[src/rtl/rbck_pkg.sv]
package rbck_pkg;

    localparam int          CRC_W = 16;
    localparam int          CHK_W = 11;
    localparam logic [15:0] POLY  = 16'h1021;

    typedef enum logic [1:0] {
        PH_IDLE   = 2'd0,
        PH_STREAM = 2'd1,
        PH_SHIFT  = 2'd2,
        PH_FIN    = 2'd3
    } phase_e;

    typedef struct packed {
        logic bit_v;
        logic vld;
        logic done;
        logic match;
    } out_s;

    function automatic logic [CRC_W-1:0] crc_next(
        input logic [CRC_W-1:0] cur,
        input logic             b,
        input logic [CRC_W-1:0] poly
    );
        logic fb;
        fb = cur[CRC_W-1] ^ b;
        return {cur[CRC_W-2:0], 1'b0} ^ (fb ? poly : '0);
    endfunction

endpackage

[src/rtl/rbck_crc_reg.sv]
module rbck_crc_reg
    import rbck_pkg::*;
#(
    parameter int               W = CRC_W,
    parameter logic [CRC_W-1:0] P = POLY
) (
    input  logic         clk,
    input  logic         rst,
    input  logic         clear_i,
    input  logic         adv_i,
    input  logic         bit_i,
    output logic [W-1:0] crc_o
);

    always_ff @(posedge clk) begin
        if (rst || clear_i) begin
            crc_o <= '0;
        end else if (adv_i) begin
            crc_o <= crc_next(crc_o, bit_i, P);
        end
    end

    // a clear leaves the register at zero
    a_r2_clear_zero: assert property (@(posedge clk) disable iff (rst)
        clear_i |=> (crc_o == '0));

    // no advance means no change
    a_r6_hold_no_adv: assert property (@(posedge clk) disable iff (rst)
        (!adv_i && !clear_i) |=> $stable(crc_o));

endmodule

[src/rtl/rbck_seq.sv]
module rbck_seq
    import rbck_pkg::*;
#(
    parameter int N_CHK = CHK_W,
    localparam int IDX_W = $clog2(N_CHK)
) (
    input  logic             clk,
    input  logic             rst,
    input  logic             start_i,
    input  logic             end_i,
    output phase_e           phase_o,
    output logic [IDX_W-1:0] idx_o
);

    localparam logic [IDX_W-1:0] LAST = IDX_W'(N_CHK - 1);

    always_ff @(posedge clk) begin
        if (rst) begin
            phase_o <= PH_IDLE;
            idx_o   <= '0;
        end else if (start_i) begin
            phase_o <= PH_STREAM;
            idx_o   <= '0;
        end else begin
            unique case (phase_o)
                PH_IDLE: begin
                    phase_o <= PH_IDLE;
                end
                PH_STREAM: begin
                    if (end_i) begin
                        phase_o <= PH_SHIFT;
                        idx_o   <= '0;
                    end
                end
                PH_SHIFT: begin
                    if (idx_o == LAST) begin
                        phase_o <= PH_FIN;
                    end else begin
                        idx_o <= idx_o + 1'b1;
                    end
                end
                PH_FIN: begin
                    phase_o <= PH_IDLE;
                end
                default: phase_o <= PH_IDLE;
            endcase
        end
    end

    // the shift counter never passes the last check bit
    a_r5_idx_bound: assert property (@(posedge clk) disable iff (rst)
        (phase_o == PH_SHIFT) |-> (idx_o <= LAST));

    // the final phase lasts one cycle
    a_r7_fin_once: assert property (@(posedge clk) disable iff (rst)
        (phase_o == PH_FIN) |=> (phase_o != PH_FIN));

endmodule

[src/rtl/rbck_out.sv]
module rbck_out
    import rbck_pkg::*;
#(
    parameter int W     = CRC_W,
    parameter int N_CHK = CHK_W,
    localparam int IDX_W = $clog2(N_CHK)
) (
    input  logic             clk,
    input  logic             rst,
    input  logic             start_i,
    input  phase_e           phase_i,
    input  logic [IDX_W-1:0] idx_i,
    input  logic             din_i,
    input  logic             din_vld_i,
    input  logic [W-1:0]     crc_i,
    input  logic [N_CHK-1:0] prev_i,
    output out_s             out_o
);

    logic [N_CHK-1:0] field_w;
    logic             chk_bit_w;

    assign field_w   = crc_i[W-1 -: N_CHK];
    assign chk_bit_w = crc_i[W - 1 - int'(idx_i)];

    always_ff @(posedge clk) begin
        if (rst) begin
            out_o <= '0;
        end else begin
            out_o.bit_v <= 1'b0;
            out_o.vld   <= 1'b0;
            out_o.done  <= 1'b0;
            if (start_i) begin
                out_o.match <= 1'b0;
            end else begin
                unique case (phase_i)
                    PH_STREAM: begin
                        if (din_vld_i) begin
                            out_o.bit_v <= din_i;
                            out_o.vld   <= 1'b1;
                        end
                    end
                    PH_SHIFT: begin
                        out_o.bit_v <= chk_bit_w;
                        out_o.vld   <= 1'b1;
                    end
                    PH_FIN: begin
                        out_o.done  <= 1'b1;
                        out_o.match <= (field_w == prev_i);
                    end
                    default: ;
                endcase
            end
        end
    end

    // done is a single-cycle pulse
    a_r7_done_pulse: assert property (@(posedge clk) disable iff (rst)
        out_o.done |=> !out_o.done);

    // no data with done
    a_r7_done_quiet: assert property (@(posedge clk) disable iff (rst)
        out_o.done |-> !out_o.vld);

    // every shift cycle emits a bit
    a_r5_shift_valid: assert property (@(posedge clk) disable iff (rst)
        (phase_i == PH_SHIFT && !start_i) |=> out_o.vld);

    // idle emits nothing
    a_r9_idle_quiet: assert property (@(posedge clk) disable iff (rst)
        (phase_i == PH_IDLE) |=> !out_o.vld);

endmodule

[src/rtl/rbck_appender.sv]
module rbck_appender
    import rbck_pkg::*;
#(
    parameter int               W     = CRC_W,
    parameter int               N_CHK = CHK_W,
    parameter logic [CRC_W-1:0] P     = POLY
) (
    input  logic             clk,
    input  logic             rst,
    input  logic             start_i,
    input  logic             din_i,
    input  logic             din_vld_i,
    input  logic             end_i,
    input  logic [N_CHK-1:0] prev_sum_i,
    output logic             dout_o,
    output logic             dout_vld_o,
    output logic             done_o,
    output logic             match_o,
    output logic [W-1:0]     crc_o
);

    localparam int IDX_W = $clog2(N_CHK);

    phase_e           phase_w;
    logic [IDX_W-1:0] idx_w;
    logic             adv_w;
    out_s             out_w;

    assign adv_w = (phase_w == PH_STREAM) && din_vld_i && !start_i;

    rbck_crc_reg #(.W(W), .P(P)) u_crc (
        .clk     (clk),
        .rst     (rst),
        .clear_i (start_i),
        .adv_i   (adv_w),
        .bit_i   (din_i),
        .crc_o   (crc_o)
    );

    rbck_seq #(.N_CHK(N_CHK)) u_seq (
        .clk     (clk),
        .rst     (rst),
        .start_i (start_i),
        .end_i   (end_i),
        .phase_o (phase_w),
        .idx_o   (idx_w)
    );

    rbck_out #(.W(W), .N_CHK(N_CHK)) u_out (
        .clk       (clk),
        .rst       (rst),
        .start_i   (start_i),
        .phase_i   (phase_w),
        .idx_i     (idx_w),
        .din_i     (din_i),
        .din_vld_i (din_vld_i),
        .crc_i     (crc_o),
        .prev_i    (prev_sum_i),
        .out_o     (out_w)
    );

    assign dout_o     = out_w.bit_v;
    assign dout_vld_o = out_w.vld;
    assign done_o     = out_w.done;
    assign match_o    = out_w.match;

    // the register is frozen while check bits leave
    a_r6_crc_frozen: assert property (@(posedge clk) disable iff (rst)
        (phase_w == PH_SHIFT && !start_i) |=> $stable(crc_o));

    // the register is untouched between done and the next start
    a_r9_idle_hold: assert property (@(posedge clk) disable iff (rst)
        (phase_w == PH_IDLE && !start_i) |=> $stable(crc_o));

endmodule

[config.mk]
export PLATFORM = sky130hd
export DESIGN_NAME = rbck_appender
export DESIGN_NICKNAME = d
export VERILOG_FILES = /design/src/rtl/rbck_pkg.sv /design/src/rtl/rbck_crc_reg.sv /design/src/rtl/rbck_seq.sv /design/src/rtl/rbck_out.sv /design/src/rtl/rbck_appender.sv
export SDC_FILE = /design/constraint.sdc
export NUM_CORES = 1
export LEC_CHECK = 0
export ABC_CLOCK_PERIOD_IN_PS = 2250
export BUFFER_PORTS_ARGS = -buffer_cell sky130_fd_sc_hd__buf_2
export CAP_MARGIN = 10
export CORE_AREA = 4 4 69 71
export DETAILED_ROUTE_END_ITERATION = 10
export DIE_AREA = 0 0 73 75
export HOLD_SLACK_MARGIN = 0.1
export MAX_ROUTING_LAYER = met4
export SLEW_MARGIN = 5
export SYNTH_ARGS = -nofsm -noshare
export SYNTH_HDL_FRONTEND = slang
export SYNTH_HIERARCHICAL = 1
export SYNTH_SLANG_ARGS = --single-unit
[constraint.sdc]
create_clock -name clk -period 2.25 [get_ports clk]
set_input_delay 0.225 -clock clk [delete_from_list [all_inputs] [get_ports clk]]
set_output_delay 0.225 -clock clk [all_outputs]
set_load 0.02 [all_outputs]
Yosys cells after proc, flatten, opt, wreduce, memory -nomap -nowiden
Cells that the tools add are included.

Add/subtract/negate cells: 2. Reduce and logical (&&, ||, !) cells: 11. Shift-type cells: 0. Magnitude comparators: 1. Bitwise operators: 2. Div/mod/pow operators: 0. Eq/ne operators: 10. Multiply operators: 0. Multiplexer cells: 14.

Operators with widths (count): 32-bit by 6-bit less-than comparator with 1-bit output (second input constant) (1); 16-bit bitwise XOR (1); 13-bit two-way mux (1); 11-bit == test (1); 2-bit two-way mux (4); 4-bit two-way mux (2); 4-bit case mux with 2 select lines (1); 2-bit inequality test (second input constant) (3); 3-bit inequality test (second input constant) (2); 2-bit case mux with 3 select lines (1); 4-bit by 4-bit subtractor with 5-bit output (first input constant) (1); 4-bit by 1-bit adder with 4-bit output (second input constant) (1); 1-bit binary-select mux with 4-bit select (1); 2-bit == test (second input constant) (2); 4-bit == test (second input constant) (1); 2-bit case mux with 2 select lines (1); 2-bit AND reduction (2); 2-bit OR reduction (2); 1-bit two-way mux (3); 3-bit AND reduction (1); 2-bit by 1-bit == test with 1-bit output (second input constant) (1); 1-bit logical AND (2); 2-bit logical NOT (1); 2-bit nonzero test (1); other kinds (3) (3).

Latch bits: 0. Input bits: 17. Memories: 0. Output and inout bits: 20. Logic and storage cells: 48. Flip-flop bits (word level): 26. Bits in read-only memories: 0. RAM bits: 0.

Depth between registers and ports, before layout
Depth after elaboration: 5. Depth in mapped cells: 5.

Hierarchy
Netlist, hierarchy kept.

Modules (own cells, without submodules): rbck_crc_reg (area an instance 633.1 um^2, cells an instance 60, instances 1, seq. area each 320.3 um^2); rbck_out (area an instance 421.7 um^2, cells an instance 36, instances 1, seq. area each 80.1 um^2); rbck_seq (area an instance 356.6 um^2, cells an instance 41, instances 1, seq. area each 120.1 um^2); rbck_appender (area an instance 12.5 um^2, cells an instance 1, instances 1, seq. area each 0.0 um^2).

Least setup slack after synthesis
Ideal clock, no wire load.

Path type: flip-flop to flip-flop. Start: reg u_seq.idx_o[2]. End: reg u_out/out_o[3] in the netlist's numbering. Setup time: 0.118 ns. Buffers on the path: 0. Path slack: 0.495 ns. Period minus slack after synthesis: 1.755 ns. Arrival: 1.637 ns. Data required time: 2.132 ns. Cell stages (with the launch flop): 5. Cells stage by stage: dfxtp_1 -> mux4_1 -> mux4_2 -> a32oi_1 -> nor4_1.

Longest elaborated chain between the ends: 5.

Ends and longest elaborated chain: start, declared (line rbck_seq.sv:12) `output logic [IDX_W-1:0] idx_o`; start signal, assigned (line rbck_seq.sv:39) `idx_o <= idx_o + 1'b1;`; 4-bit by 4-bit subtractor with 5-bit output (line rbck_out.sv:24) `assign chk_bit_w = crc_i[W - 1 - int'(idx_i)];`; 1-bit binary-select mux with 4-bit select (line rbck_out.sv:24); 1-bit two-way mux (not written as such) (2 in series) (line rbck_out.sv:24); 2-bit case mux with 2 select lines (line rbck_out.sv:36) `unique case (phase_i)`; end, declared (line rbck_out.sv:17) `output out_s out_o`.

Every way passes these cells. The select of a mux whose other input is x is not followed. A chain may end at the register's enable or synchronous reset.

Worst setup path in the final report
Same ends and word-level chain as after synthesis.

==> flow_summary_export.csv <==
group,metric,value,unit
job,maxCapViolations,0,
cts,post_cts_resized,0,
worst_setup_path,cp_max_fo,8,
route,dr.pass1.iters,4,
power_and_ir_drop,switching_share,23.06,%
logic_synthesis,synthTopCellsByCount,"dfxtp_1 (26), nor2_1 (17), mux2i_1 (14), xnor2_1 (12), ha_1 (7)",
route,drtIter0Drc,79,
floorplanning,die_area,5475,sq um
final_layout,drive_gt1_share,25.86,%
timing,slew_violations,0,
timing,rsz0062_at_grt,"false",
timing,setup_violations,0,
timing,slew_headroom,60.46,%
final_layout,syn_to_final_growth,18.63,%
route,wl,3234,microns
hold_path,holdCritPathClass,"input pin to register",
worst_setup_path,cpPeakStageDelay,0.60,ns
worst_setup_path,worstPathCellList,"mux4_1 > mux4_2 > a32oi_1 > nor4_1",
worst_setup_path,setup.worst_path.end_class,"register",
placed_design,portBuffers,36,
timing,min_period_over_period,83.56,%
timing,clock_skew,0.005450,ns
logic_synthesis,synth_area_leaders,"dfxtp_1 (37%), mux2i_1 (9.8%), mux4_1 (7.4%), xnor2_1 (7.4%), ha_1 (6.2%)",
final_layout,n_antenna_cell,0,
logic_synthesis,yosys.cell_count.top_type,"dfxtp_1",
final_layout,finalNonFillerCells,226,
floorplanning,io-pin-count,37,
logic_synthesis,synth.ff_latch_count,26,
worst_setup_path,slowest_stage,"mux4_1",
cts,clkLatencyLatePin,0.27,ns
cts,hold_buffers,0,
timing,finalHoldViolCount,0,
outcome,status,"finished clean",
final_layout,fill_cells,426,
final_layout,nNetsFinal,199,
logic_synthesis,ys.flop_type,"dfxtp_1",
logic_synthesis,ys_seq_area_share,36.56,%
timing,setup_tns,0,ns
cts,clkTransAtPathRegs,0.09,ns
logic_synthesis,synth_top_area_share,36.56,%
power_and_ir_drop,p_switching,196.9,uW
logic_synthesis,yosysUniqueCellTypes,39,
route,drc_errors,0,
power_and_ir_drop,seqPwrFrac,54.9,%
logic_synthesis,synth_nets,162,
grt,grt_max_degree,22,
power_and_ir_drop,power.leakage,0.0006582,uW
worst_setup_path,crit_required,2.42,ns
power_and_ir_drop,comb_power_share,9.7,%
floorplanning,fp-row-count,24,
route,drt-vias-per-instance,5.146,
logic_synthesis,yosys_warnings,6,
logic_synthesis,synth_edf_count,0,
timing,max_freq,0.5319,GHz
route,antenna_left,0,
final_layout,multi_input_area,842.1,sq um
logic_synthesis,postSynthCellCount,138,
worst_setup_path,cp.arrival,2.05,ns
grt,grt_usage,12.76,%
placed_design,dp.cells,222,
worst_setup_path,critPathKind,"register to register",
cts,cts_tree,"yes",
power_and_ir_drop,ir_drop,0.3612,mV
placed_design,dp_hpwl,2428,microns
logic_synthesis,async_flop_share,0,%
power_and_ir_drop,power_density,505.6,nW/um^2
cts,htreeDepth,1,
power_and_ir_drop,p_clk_share,35.4,%
cts,clk_path_buf_depth,2,
logic_synthesis,yosysTopAreaCell,"dfxtp_1",
worst_setup_path,critPathLaunchType,"register",
grt,antenna_found_initial,0,
floorplanning,die_h,75,microns
logic_synthesis,syn_area_per_cell,10.32,sq um
grt,grt_pass1_wl,5299,microns
power_and_ir_drop,p_int,657.1,uW
route,wl_per_cell,14.31,microns
final_layout,ff_latch_area,520.5,sq um
floorplanning,die_w,73,microns
floorplanning,core_area,4234,sq um
cts,post_cts_buffers,0,
grt,first_global_vias,1077,
cts,cts_made_buffers,3,
floorplanning,initial_utilization,33.63,%
cts,cts.sinks,26,
grt,grt_overflow,0,
placed_design,gp_congestion,0.7789,
route,vias,1163,
power_and_ir_drop,p_total,854.0,uW
logic_synthesis,syn_area,1424,sq um
timing,tightest_slew,0.5932,ns
cts,root_buffer,"clkbuf_8",
timing,fin_crit,1.880,ns
==> power groups by stage <==
stage | Combinational [uW] | Clock (uW) | Sequential, uW
floorplan | 55.0 | 0 | 479
global placement | 83.1 | 0 | 479
detailed placement | 82.2 | 0 | 479
CTS | 82.4 | 315 | 469
global route | 92.6 | 338 | 469
finish | 83.0 | 302 | 468
==> logic make-up (layout without fill, tap and decap cells) <==
logic type,after synthesis,after routing,synth area share [%]
simple gates,47,47,18.19
fa+ha+maj,7,7,6.151
compound gates,15,15,7.997
buf+inv,11,47,4.305
flops,26,26,36.56
xor+xnor,13,13,7.997
mux,19,19,18.80
==> flip-flops by register name, indices dropped and copies added (netlist names) <==
| name | count |
|---|---|
| u_seq/idx_o | 4 |
| u_seq/phase_o | 2 |
| u_crc/crc_o | 16 |
| u_out/out_o | 4 |
==> worst paths after layout <==
path	start	endpoint	depth (start not counted)	slack, ns
worst max-delay path	u_seq/idx_o[2]	u_out/out_o[3]	4	0.37
worst min-delay path	rst	u_out/out_o[0]	2	0.24
worst max register to register	u_seq/idx_o[2]	u_out/out_o[3]	4	0.37
worst min register to register	u_out/out_o[0]	u_out/out_o[0]	2	0.48
==> per-stage QoR <==
step / setup WS, ns / hold slack [ns] / utilization (%) / instance area, sq um
2_1_floorplan: 0.4945 / 0.2978 / - / 1424
3_3_place_gp: 0.4115 / 0.4616 / 38.59 / 1634
6_report: 0.3699 / 0.2380 / 39.89 / 1689
5_1_grt: 0.2518 / 0.2448 / 39.89 / 1689
4_1_cts: 0.3621 / 0.2274 / 39.89 / 1689
3_5_place_dp: 0.3723 / 0.4728 / 38.59 / 1634
==> critical path, delay by kind of cell (launching register included) <==
family             cells  cell delay [ns]
AOI/OAI and AO/OA      1             0.15
DFF                    1             0.50
muxes                  2             1.07
and+or+nand+nor        1             0.06
==> per-layer routing <==
| metal | wire (microns) | part of all wire, % | global-route usage (%) | vias to the layer above |
|---|---|---|---|---|
| met5 | 0 | 0 | - | - |
| met4 | 8 | 0.25 | 1.230 | 0 |
| met3 | 219 | 6.8 | 3.338 | 2 |
| met2 | 1426 | 44 | 19.96 | 40 |
| met1 | 1580 | 49 | 17.21 | 544 |
| li1 | - | - | - | 577 |
==> area by class of cell <==
cell class                      instances  area share (%)
Timing Repair Buffer                   36           10.67
Clock buffer                            4           3.259
Tap cell                               52           3.852
Inverter                                7           1.556
Sequential cell                        26           30.81
Multi-Input combinational cell        101           49.85
==> placed cells by master (no fill, tap or decap), types with 2 or more instances in the layout <==
cell type	n
nand4b_1	2
inv_1	6
ha_1	7
nand2b_1	2
nand3_1	4
xnor2_1	12
buf_2	36
nand3b_1	3
nand2_1	4
clkbuf_8	4
dfxtp_1	26
a211oi_1	4
mux4_1	4
nand4_1	5
nor4_1	2
mux2i_1	14
nor2_1	17
a21oi_1	2
Power figures use the tool's default switching activity.
